**src/rtl/evcnt_pkg.sv**
```systemverilog
package evcnt_pkg;
   localparam int CTL_W   = 32;
   localparam int THR_W   = 8;
   localparam int MASK_W  = 8;
   localparam int SEL_W   = 8;
   localparam int IDX_W   = SEL_W + 1;
   localparam int CLR_BIT = 17;

   typedef struct packed {
      logic [THR_W-1:0]  thresh;
      logic              en;
      logic              ext;
      logic              ov_en;
      logic              edge_m;
      logic [MASK_W-1:0] umask;
      logic [SEL_W-1:0]  sel;
   } evcnt_ctl_t;

   function automatic evcnt_ctl_t ctl_unpack(input logic [CTL_W-1:0] w);
      evcnt_ctl_t c;
      c.thresh = w[31:24];
      c.en     = w[22];
      c.ext    = w[21];
      c.ov_en  = w[20];
      c.edge_m = w[18];
      c.umask  = w[15:8];
      c.sel    = w[7:0];
      return c;
   endfunction

   function automatic logic [CTL_W-1:0] ctl_pack(input evcnt_ctl_t c);
      logic [CTL_W-1:0] w;
      w        = '0;
      w[31:24] = c.thresh;
      w[22]    = c.en;
      w[21]    = c.ext;
      w[20]    = c.ov_en;
      w[18]    = c.edge_m;
      w[15:8]  = c.umask;
      w[7:0]   = c.sel;
      return w;
   endfunction
endpackage

```
**src/rtl/evcnt_select.sv**
```systemverilog
module evcnt_select #(
   parameter int NUM_EVT = 4,
   parameter int EVT_W   = 8,
   parameter int IDX_W   = 9,
   parameter int MASK_W  = 8,
   localparam int INC_W  = $clog2(EVT_W + 1)
) (
   input  logic [NUM_EVT*EVT_W-1:0] evt_in,
   input  logic [IDX_W-1:0]         sel_idx,
   input  logic [MASK_W-1:0]        umask,
   output logic [INC_W-1:0]         inc
);
   generate
      if (EVT_W < 1 || EVT_W > MASK_W) begin : g_bad_evt_w
         $error("evcnt_select: EVT_W must lie in 1..MASK_W");
      end
      if (NUM_EVT < 1 || NUM_EVT > (1 << IDX_W)) begin : g_bad_num
         $error("evcnt_select: NUM_EVT out of range for IDX_W");
      end
   endgenerate

   logic [EVT_W-1:0] vec_a [NUM_EVT];
   logic [EVT_W-1:0] chosen;
   logic [EVT_W-1:0] masked;

   for (genvar g = 0; g < NUM_EVT; g++) begin : g_unpack
      assign vec_a[g] = evt_in[g*EVT_W +: EVT_W];
   end

   always_comb begin
      chosen = '0;
      for (int i = 0; i < NUM_EVT; i++) begin
         if (sel_idx == IDX_W'(i)) chosen = vec_a[i];
      end
   end

   assign masked = chosen & umask[EVT_W-1:0];

   always_comb begin
      inc = '0;
      for (int b = 0; b < EVT_W; b++) begin
         inc = inc + INC_W'(masked[b]);
      end
   end
endmodule

```
**src/rtl/evcnt_qualify.sv**
```systemverilog
module evcnt_qualify #(
   parameter int INC_W    = 4,
   parameter int THR_W    = 8,
   parameter bit HAS_EDGE = 1'b1,
   localparam int CMP_W   = (INC_W > THR_W) ? INC_W : THR_W
) (
   input  logic             clk,
   input  logic             rst_n,
   input  logic [INC_W-1:0] inc,
   input  logic [THR_W-1:0] thresh,
   input  logic             edge_m,
   output logic [INC_W-1:0] add
);
   logic thr_on;
   logic qual;

   assign thr_on = (thresh != '0);
   assign qual   = thr_on && (CMP_W'(inc) >= CMP_W'(thresh));

   generate
      if (HAS_EDGE) begin : g_edge
         logic qual_q;
         always_ff @(posedge clk or negedge rst_n) begin
            if (!rst_n) qual_q <= 1'b0;
            else        qual_q <= qual;
         end
         always_comb begin
            if (edge_m)      add = INC_W'(qual && !qual_q);
            else if (thr_on) add = INC_W'(qual);
            else             add = inc;
         end
      end else begin : g_level
         always_comb begin
            if (thr_on) add = INC_W'(qual);
            else        add = inc;
         end
      end
   endgenerate

   // a non-zero threshold turns the step into 0 or 1.
   p_unit_step_r6: assert property (@(posedge clk) disable iff (!rst_n)
      thr_on |-> (add <= INC_W'(1)));
endmodule

```
**src/rtl/evcnt_accum.sv**
```systemverilog
module evcnt_accum #(
   parameter int CNT_W = 48,
   parameter int INC_W = 4
) (
   input  logic             clk,
   input  logic             rst_n,
   input  logic             en,
   input  logic             ov_en,
   input  logic [INC_W-1:0] add,
   input  logic             clr,
   input  logic             wr,
   input  logic [CNT_W-1:0] wdata,
   input  logic             stat_clr,
   output logic [CNT_W-1:0] cnt,
   output logic             ovf_status,
   output logic             ovf_msg
);
   generate
      if (INC_W >= CNT_W) begin : g_bad_w
         $error("evcnt_accum: INC_W must be narrower than CNT_W");
      end
   endgenerate

   logic [CNT_W:0] sum;
   logic           ovf_hit;

   assign sum     = {1'b0, cnt} + (CNT_W+1)'(add);
   assign ovf_hit = en && !clr && !wr && sum[CNT_W] && ov_en;

   always_ff @(posedge clk or negedge rst_n) begin
      if (!rst_n)  cnt <= '0;
      else if (clr) cnt <= '0;
      else if (wr)  cnt <= wdata;
      else if (en)  cnt <= sum[CNT_W-1:0];
   end

   always_ff @(posedge clk or negedge rst_n) begin
      if (!rst_n) begin
         ovf_msg    <= 1'b0;
         ovf_status <= 1'b0;
      end else begin
         ovf_msg    <= ovf_hit;
         ovf_status <= ovf_hit | (ovf_status & ~stat_clr);
      end
   end

   p_hold_off_r8: assert property (@(posedge clk) disable iff (!rst_n)
      (!en && !clr && !wr) |=> $stable(cnt));
   p_clear_r9: assert property (@(posedge clk) disable iff (!rst_n)
      clr |=> (cnt == '0));
   p_msg_flag_r10: assert property (@(posedge clk) disable iff (!rst_n)
      ovf_msg |-> ovf_status);
   p_msg_single_r10: assert property (@(posedge clk) disable iff (!rst_n)
      ovf_msg |=> !ovf_msg);
   p_sticky_r11: assert property (@(posedge clk) disable iff (!rst_n)
      (ovf_status && !stat_clr) |=> ovf_status);
endmodule

```
**src/rtl/evcnt_slice.sv**
```systemverilog
module evcnt_slice
   import evcnt_pkg::*;
#(
   parameter int NUM_EVT  = 4,
   parameter int EVT_W    = 8,
   parameter int CNT_W    = 48,
   parameter int DATA_W   = 64,
   parameter bit HAS_EDGE = 1'b1,
   localparam int INC_W   = $clog2(EVT_W + 1)
) (
   input  logic                     clk,
   input  logic                     rst_n,
   input  logic [NUM_EVT*EVT_W-1:0] evt_in,
   input  logic                     ctl_wr,
   input  logic [31:0]              ctl_wdata,
   output logic [31:0]              ctl_rdata,
   input  logic                     data_wr,
   input  logic [DATA_W-1:0]        data_wdata,
   output logic [DATA_W-1:0]        data_rdata,
   input  logic                     stat_clr,
   output logic                     ovf_status,
   output logic                     ovf_msg
);
   generate
      if (CNT_W > DATA_W) begin : g_bad_data_w
         $error("evcnt_slice: CNT_W must not exceed DATA_W");
      end
   endgenerate

   evcnt_ctl_t       ctl_q;
   logic             clr_now;
   logic [INC_W-1:0] inc;
   logic [INC_W-1:0] add;
   logic [CNT_W-1:0] cnt;

   always_ff @(posedge clk or negedge rst_n) begin
      if (!rst_n)      ctl_q <= '0;
      else if (ctl_wr) ctl_q <= ctl_unpack(ctl_wdata);
   end

   assign clr_now    = ctl_wr && ctl_wdata[CLR_BIT];
   assign ctl_rdata  = ctl_pack(ctl_q);
   assign data_rdata = DATA_W'(cnt);

   evcnt_select #(
      .NUM_EVT (NUM_EVT),
      .EVT_W   (EVT_W),
      .IDX_W   (IDX_W),
      .MASK_W  (MASK_W)
   ) sel_i (
      .evt_in  (evt_in),
      .sel_idx ({ctl_q.ext, ctl_q.sel}),
      .umask   (ctl_q.umask),
      .inc     (inc)
   );

   evcnt_qualify #(
      .INC_W    (INC_W),
      .THR_W    (THR_W),
      .HAS_EDGE (HAS_EDGE)
   ) qual_i (
      .clk    (clk),
      .rst_n  (rst_n),
      .inc    (inc),
      .thresh (ctl_q.thresh),
      .edge_m (ctl_q.edge_m),
      .add    (add)
   );

   evcnt_accum #(
      .CNT_W (CNT_W),
      .INC_W (INC_W)
   ) acc_i (
      .clk        (clk),
      .rst_n      (rst_n),
      .en         (ctl_q.en),
      .ov_en      (ctl_q.ov_en),
      .add        (add),
      .clr        (clr_now),
      .wr         (data_wr),
      .wdata      (data_wdata[CNT_W-1:0]),
      .stat_clr   (stat_clr),
      .cnt        (cnt),
      .ovf_status (ovf_status),
      .ovf_msg    (ovf_msg)
   );

   p_preload_r3: assert property (@(posedge clk) disable iff (!rst_n)
      (data_wr && !clr_now) |=> (data_rdata[CNT_W-1:0] == $past(data_wdata[CNT_W-1:0])));
   p_clear_rd_r9: assert property (@(posedge clk) disable iff (!rst_n)
      clr_now |=> (data_rdata == '0));
endmodule

```
**config.mk**
```make
export PLATFORM = sky130hd
export DESIGN_NAME = evcnt_slice
export DESIGN_NICKNAME = d
export VERILOG_FILES = /design/src/rtl/evcnt_pkg.sv /design/src/rtl/evcnt_select.sv /design/src/rtl/evcnt_qualify.sv /design/src/rtl/evcnt_accum.sv /design/src/rtl/evcnt_slice.sv
export SDC_FILE = /design/constraint.sdc
export NUM_CORES = 1
export LEC_CHECK = 0
export BUFFER_PORTS_ARGS = -buffer_cell sky130_fd_sc_hd__buf_4
export CAP_MARGIN = 20
export CORE_UTILIZATION = 30
export DETAILED_ROUTE_END_ITERATION = 8
export PLACE_DENSITY_LB_ADDON = 0.25
export SLEW_MARGIN = 20
export SYNTH_ARGS = -nofsm -noshare
export SYNTH_HDL_FRONTEND = slang
export SYNTH_SLANG_ARGS = --single-unit
```
**constraint.sdc**
```tcl
create_clock -name clk -period 6.42 [get_ports clk]
set_clock_uncertainty 0.15 [all_clocks]
set_input_delay 0.321 -clock clk [delete_from_list [all_inputs] [get_ports clk]]
set_output_delay 0.321 -clock clk [all_outputs]
set_load 0.03 [all_outputs]
```
Yosys cells after proc, flatten, opt, wreduce, memory -nomap -nowiden
Cells that the tools add are included.
{ "totals": {"reg_bits": 79, "elab_cells": 49} }
{ "classes": {"eq_ne": 3, "bitwise_logic": 4, "mux": 9, "add_sub_neg": 8, "reduce_logical": 13, "n_lt_le_gt_ge": 1} }
{ "op_table": {"columns": ["op", "n"], "rows": [
  ["$mux W48", 3],
  ["$add A48 B4 Y49", 1],
  ["$mux W8", 4],
  ["$add A4 B1 Y4", 6],
  ["$eq A9 B2 Y1 const B", 2],
  ["$eq A9 B1 Y1 const B", 1],
  ["$logic_not A9 Y1", 1],
  ["$and A8 B8 Y8", 1],
  ["$ge A4 B8 Y1", 1],
  ["$mux W4", 2],
  ["$reduce_bool A8 Y1", 1],
  ["$logic_and A1 B1 Y1", 7],
  ["$logic_not A1 Y1", 3],
  ["$reduce_bool A3 Y1", 1],
  ["$add A1 B1 Y2", 1],
  ["$and A1 B1 Y1", 1],
  ["$not A1 Y1", 1],
  ["$or A1 B1 Y1", 1]
]} }

Logic depth before layout (Yosys ltp)
{ "depth": {"ltp_word": 21, "depth_mapped": 29, "depth_no_buf": 26} }

Modules after synthesis
Synthesis repeated with hierarchy kept, for this count alone.
{ "unflattened": {"cells_unflattened": 521, "hier_area_um2": 5196.2} }
{ "by_module_without_submodules": {"columns": ["mod", "area_each_um2", "cells_each", "instances"], "rows": [
  ["evcnt_accum", 3311.9, 380, 1],
  ["evcnt_slice", 1237.4, 81, 1],
  ["evcnt_select", 452.9, 37, 1],
  ["evcnt_qualify", 193.9, 23, 1]
]} }

Least setup slack after synthesis
Ideal clock, no wire load.
{ "synth_path": {"kind": "reg2reg", "startpoint": "register ctl_q, in the netlist ctl_rdata[7]", "endpoint": "register acc_i.cnt[46]", "path_slack_ns": -0.477, "stages_incl_launch_ff": 29, "arrival_time_ns": 6.665, "setup_time_ns": 0.082, "synth_period_minus_slack_ns": 6.897, "path_buffers": 2, "cell_sequence": "dfrtp_1 > nor4_1 > nand2_1 > nor3b_1 > a222oi_1 > nor2b_1 > ha_1 > inv_1 > fa_1 > fa_1 > inv_1 > fa_1 > inv_1 > fa_1 > inv_1 > ha_1 > a21o_1 > a21o_1 > a21oi_1 > o22ai_1 > ha_1 > fa_1 > a211oi_1 > or2_1 > buf_6 > or4_1 > buf_2 > or4_1 > a31oi_1"} }
{ "synth_via": {"elab_chain_len": 21} }
{ "synth_rtl": {"columns": ["element", "line_no", "rtl"], "rows": [
  ["from (decl)", "evcnt_slice.sv:30", "evcnt_ctl_t ctl_q;"],
  ["from (signal assigned)", "evcnt_slice.sv:38", "else if (ctl_wr) ctl_q <= ctl_unpack(ctl_wdata);"],
  ["$logic_not A9 Y1", "evcnt_select.sv:33", "if (sel_idx == IDX_W'(i)) chosen = vec_a[i];"],
  ["$mux W8 (3 in a row)", "evcnt_select.sv:33", null],
  ["$mux W8 (*)", "evcnt_select.sv:33", null],
  ["$and A8 B8 Y8 (*)", "evcnt_select.sv:37", "assign masked = chosen & umask[EVT_W-1:0];"],
  ["$add A1 B1 Y2", "evcnt_select.sv:42", "inc = inc + INC_W'(masked[b]);"],
  ["$add A4 B1 Y4 (5 in a row)", "evcnt_select.sv:42", null],
  ["$add A4 B1 Y4 (*)", "evcnt_select.sv:42", null],
  ["$ge A4 B8 Y1", "evcnt_qualify.sv:18", "assign qual = thr_on && (CMP_W'(inc) >= CMP_W'(thresh));"],
  ["$logic_and A1 B1 Y1", "evcnt_qualify.sv:18", null],
  ["$mux W4 / $logic_and A1 B1 Y1 (equally long branches)", "evcnt_qualify.sv:29, evcnt_qualify.sv:28", null],
  ["$mux W4 (*)", "evcnt_qualify.sv:28", "if (edge_m) add = INC_W'(qual && !qual_q);"],
  ["$add A48 B4 Y49 (*)", "evcnt_accum.sv:27", "assign sum = {1'b0, cnt} + (CNT_W+1)'(add);"],
  ["$mux W48 (*)", "evcnt_accum.sv:34", "else if (en) cnt <= sum[CNT_W-1:0];"],
  ["$mux W48 (*)", "evcnt_accum.sv:33", "else if (wr) cnt <= wdata;"],
  ["$mux W48 (*)", "evcnt_accum.sv:32", "else if (clr) cnt <= '0;"],
  ["to (signal assigned)", "evcnt_accum.sv:33", null],
  ["to (signal assigned)", "evcnt_accum.sv:34", null],
  ["to (decl)", "evcnt_accum.sv:14", "output logic [CNT_W-1:0] cnt,"]
]} }
Every way passes the cells marked *; elsewhere a longest branch is shown, timed or not. The select of a mux whose other input is x is not followed.
A chain may end at the register's enable or synchronous reset.

Worst setup path after layout
{ "layout_path": {"startpoint": "register ctl_q, in the netlist ctl_rdata[7]", "endpoint": "register acc_i.cnt[28]"} }
The elaborated chain is that of the path after synthesis.

==> summary.txt <==
Hold path
  – Worst Hold Endpoint: ctl_rdata[26]$_DFFE_PN0P_
  – Beginning of the worst hold path: ctl_wdata[26]
  – Hold path depth: 3
  – Worst Hold Class: input port to flop

Setup path
  – Startpoint Class: flop
  – Reg2Reg Depth: 28
  – Worst reg2reg endpoint: acc_i.cnt[28]$_DFFE_PN0P_
  – Crit path DAT: 6.25 ns
  – WS Path Type: flop to flop
  – RR Startpoint: ctl_rdata[7]$_DFFE_PN0P_
  – Crit-path slowest cell: fa_1
  – Critical Path Fanout Max: 8
  – WP data required: 6.45 ns
  – R2R setup slack: 0.20 ns
  – Worst Setup End Kind: flop
  – CP peak stage delay: 0.51 ns

Logic synthesis
  – Main combinational cell family by area after synthesis: simple AND/OR/NAND/NOR gates
  – Sequential element share of the synthesized area: 39.6%
  – Mux share of post-synthesis cell area: 8.24%
  – Main flop type after synthesis: dfrtp_1
  – #FFs+latches synth: 79
  – Synth Area in Adders: 4.76%
  – Dominant cell type by area after synthesis: dfrtp_1
  – Post-Syn Area: 4990 um2
  – Syn Area/Cell: 9.42 um2
  – Post-Synthesis Cells: 530
  – Synth async-reset ratio: 100%
  – Synth top area share: 39.6%
  – Yosys warns: 0
  – Synth area leaders: dfrtp_1 (40%), mux2_2 (7.4%), o21ai_0 (4.7%), xnor2_1 (4.0%), a21oi_1 (3.7%)
  – Post-synthesis xor/xnor area fraction: 5.44%
  – Compound-Gate Fraction of Synth Area: 15.7%
  – Count leader, synth: dfrtp_1
  – Synth cell types: 50
  – Post-synth EDFFs: 0
  – Simple-gate share of the synthesized area: 18.7%
  – Post-synth top cells: dfrtp_1 (79), o21ai_0 (47), a21oi_1 (37)

Power and ir drop
  – Worst vdd ir: 0.125 mV
  – PD cells: 225 nW/um2
  – LEAKAGE: 3.09 nW
  – Tot Pwr: 0.00159 W

STA
  – Final Setup Violations: 0
  – Minimum clock period: 6.22 ns
  – Unrepaired setup endpoints after global routing: true
  – Tcrit/Tclk final: 96.8%
  – Max Transition Viols Final: 0
  – Setup TNS: 0 ns
  – Final hold violations: 0
  – Slew of the pin with the lowest slew margin: 0.915 ns
  – Worst rel slew slack: 39.0%
  – Maximum clock rate: 0.161 GHz
  – Min Hold Slack: 0.0521 ns

GRT
  – Pin count of the biggest net entering global routing: 85
  – Total track usage: 18.0%
  – Global-route wire length before repair: 23500 um
  – Initial antenna violation count: 0
  – Vias in the first global route: 4590
  – GRT overflow: 0

Floorplanning
  – Die area: 17200 um2
  – Die width: 131 um
  – I/O pin cnt: 231
  – Initial core utilization: 31.1%
  – Site row count: 46
  – Core region area: 16100 um2
  – Die extent in y: 131 um

Clock network
  – CTS buffer count: 9
  – CTS tree: done
  – Clk pin slew, worst setup/hold paths: 0.06 ns
  – Root Driver: clkbuf_16
  – # H-tree levels: 3
  – Clk sinks: 79
  – Clk buf depth: 2
  – Worst-Skew Late Latency: 0.34 ns

Status
  – Status: completed

Layout
  – Ant. Diodes: 0
  – Multi-input logic area: 2800 um2
  – Area Overhead vs Synth: 41.6%
  – Final nets: 867
  – Seq. cell area: 1980 um2
  – Layout cells sized above 1: 40.2%
  – # fillers: 1587

Placement
  – GP Congestion: 0.826
  – DP Wirelength: 11400 um
  – Port Buffers: 191

Route
  – Avg Vias per Cell: 5.03
  – Pre-antenna DRT Iters: 6
  – Remaining antenna violation count after routing: 0
  – Final WL: 15400 um
  – Violation count after the first detailed-route iteration: 264
  – DRC viols: 0
  – DR WL/cell: 16.4 um
  – Vias post-DR: 4721

Job
  – Maxcap violations: 0
-- state kept, by name (all words and copies together), names as in the netlist --
signal	flops
acc_i.ovf_status	1
qual_i.g_edge.qual_q	1
acc_i.cnt	48
acc_i.ovf_msg	1
ctl_rdata	28
-- critical path: cells and delay by family (launching register included) --
kind                     cells  cell delay (ns)
adder cells (fa/ha/maj)      8             2.70
AO/OA/AOI/OAI                7             1.02
flip-flops                   1             0.42
XOR/XNOR                     1             0.11
buffers and inverters        6             0.53
AND/OR/NAND/NOR              6             1.15
-- per-layer routing --
metal	track usage (%)	up-vias	routed length (um)
li1	-	2287	-
met1	23.3	2256	6670
met2	29.8	162	7560
met3	3.14	16	896
met4	6.96	0	245
met5	0	-	0
-- power breakdown --
part / switching, W / internal, W / total (W) / leakage, nW
sequential: 0.0000669 / 0.000546 / 0.000613 / 0.955
combinational: 0.000219 / 0.000170 / 0.000388 / 1.97
clock: 0.000200 / 0.000388 / 0.000588 / 0.166
-- worst max-delay path by stage --
stage | end | slack (ns) | start | cells past startpoint
after floorplan | acc_i.cnt[36]$_DFFE_PN0P_ | 0.11 | ctl_rdata[2]$_DFFE_PN0P_ | 29
after global placement | acc_i.cnt[44]$_DFFE_PN0P_ | 0.12 | ctl_rdata[21]$_DFFE_PN0P_ | 26
after detailed placement | acc_i.cnt[42]$_DFFE_PN0P_ | -0.008 | ctl_rdata[21]$_DFFE_PN0P_ | 26
after CTS | acc_i.cnt[30]$_DFFE_PN0P_ | 0.03 | ctl_rdata[2]$_DFFE_PN0P_ | 27
after global routing | acc_i.cnt[28]$_DFFE_PN0P_ | -0.11 | ctl_rdata[7]$_DFFE_PN0P_ | 28
final | acc_i.cnt[28]$_DFFE_PN0P_ | 0.20 | ctl_rdata[7]$_DFFE_PN0P_ | 28
-- what timing repair did --
action / in CTS / in global routing
endpoints found under the hold margin: 22 / 0
hold buffers: 1 / 0
resized for setup: 5 / 9
endpoints found under the setup margin: 3 / 15
buffers inserted: 5 / 5
pin swaps: 5 / 7
-- layout make-up --
cell class	count	share of cell area, %
Clock buffer	11	3.43
Clock inverter	4	1.34
Inverter	19	1.01
Multi-Input combinational cell	396	39.6
Sequential cell	79	28.0
Tap cell	216	3.82
Timing Repair Buffer	213	22.7
-- cells by family after synthesis --
family	count (synthesis)
xor+xnor	31
flops	79
compound gates	130
buf+inv	74
simple gates	162
other cells	1
fa+ha+maj	16
mux	37
-- cell usage in the layout (no fill, tap or decap), types with 8 or more instances in the layout --
master / count
dfrtp_1: 74
nand2_1: 23
nand4_1: 13
nor2_1: 18
nor4_1: 13
and4_1: 11
ha_1: 10
conb_1: 20
inv_1: 15
xnor2_1: 22
a222oi_1: 8
or4_1: 8
buf_4: 211
nand3_1: 17
mux2_2: 33
a21oi_1: 36
a31oi_1: 11
clkbuf_16: 9
nor3_1: 8
xor2_1: 8
o21ai_0: 47
-- stage by stage --
stage	utilization [%]	setup slack [ns]	cell area [um2]	std cells
CTS	43.5	0.0293	6990	933
global placement	41.1	0.118	6590	912
floorplan	-	0.108	5130	549
detailed placement	41.1	-0.00849	6590	912
finish	44.0	0.204	7070	938
global route	44.0	-0.110	7070	938
Power figures use the tool's default switching activity.
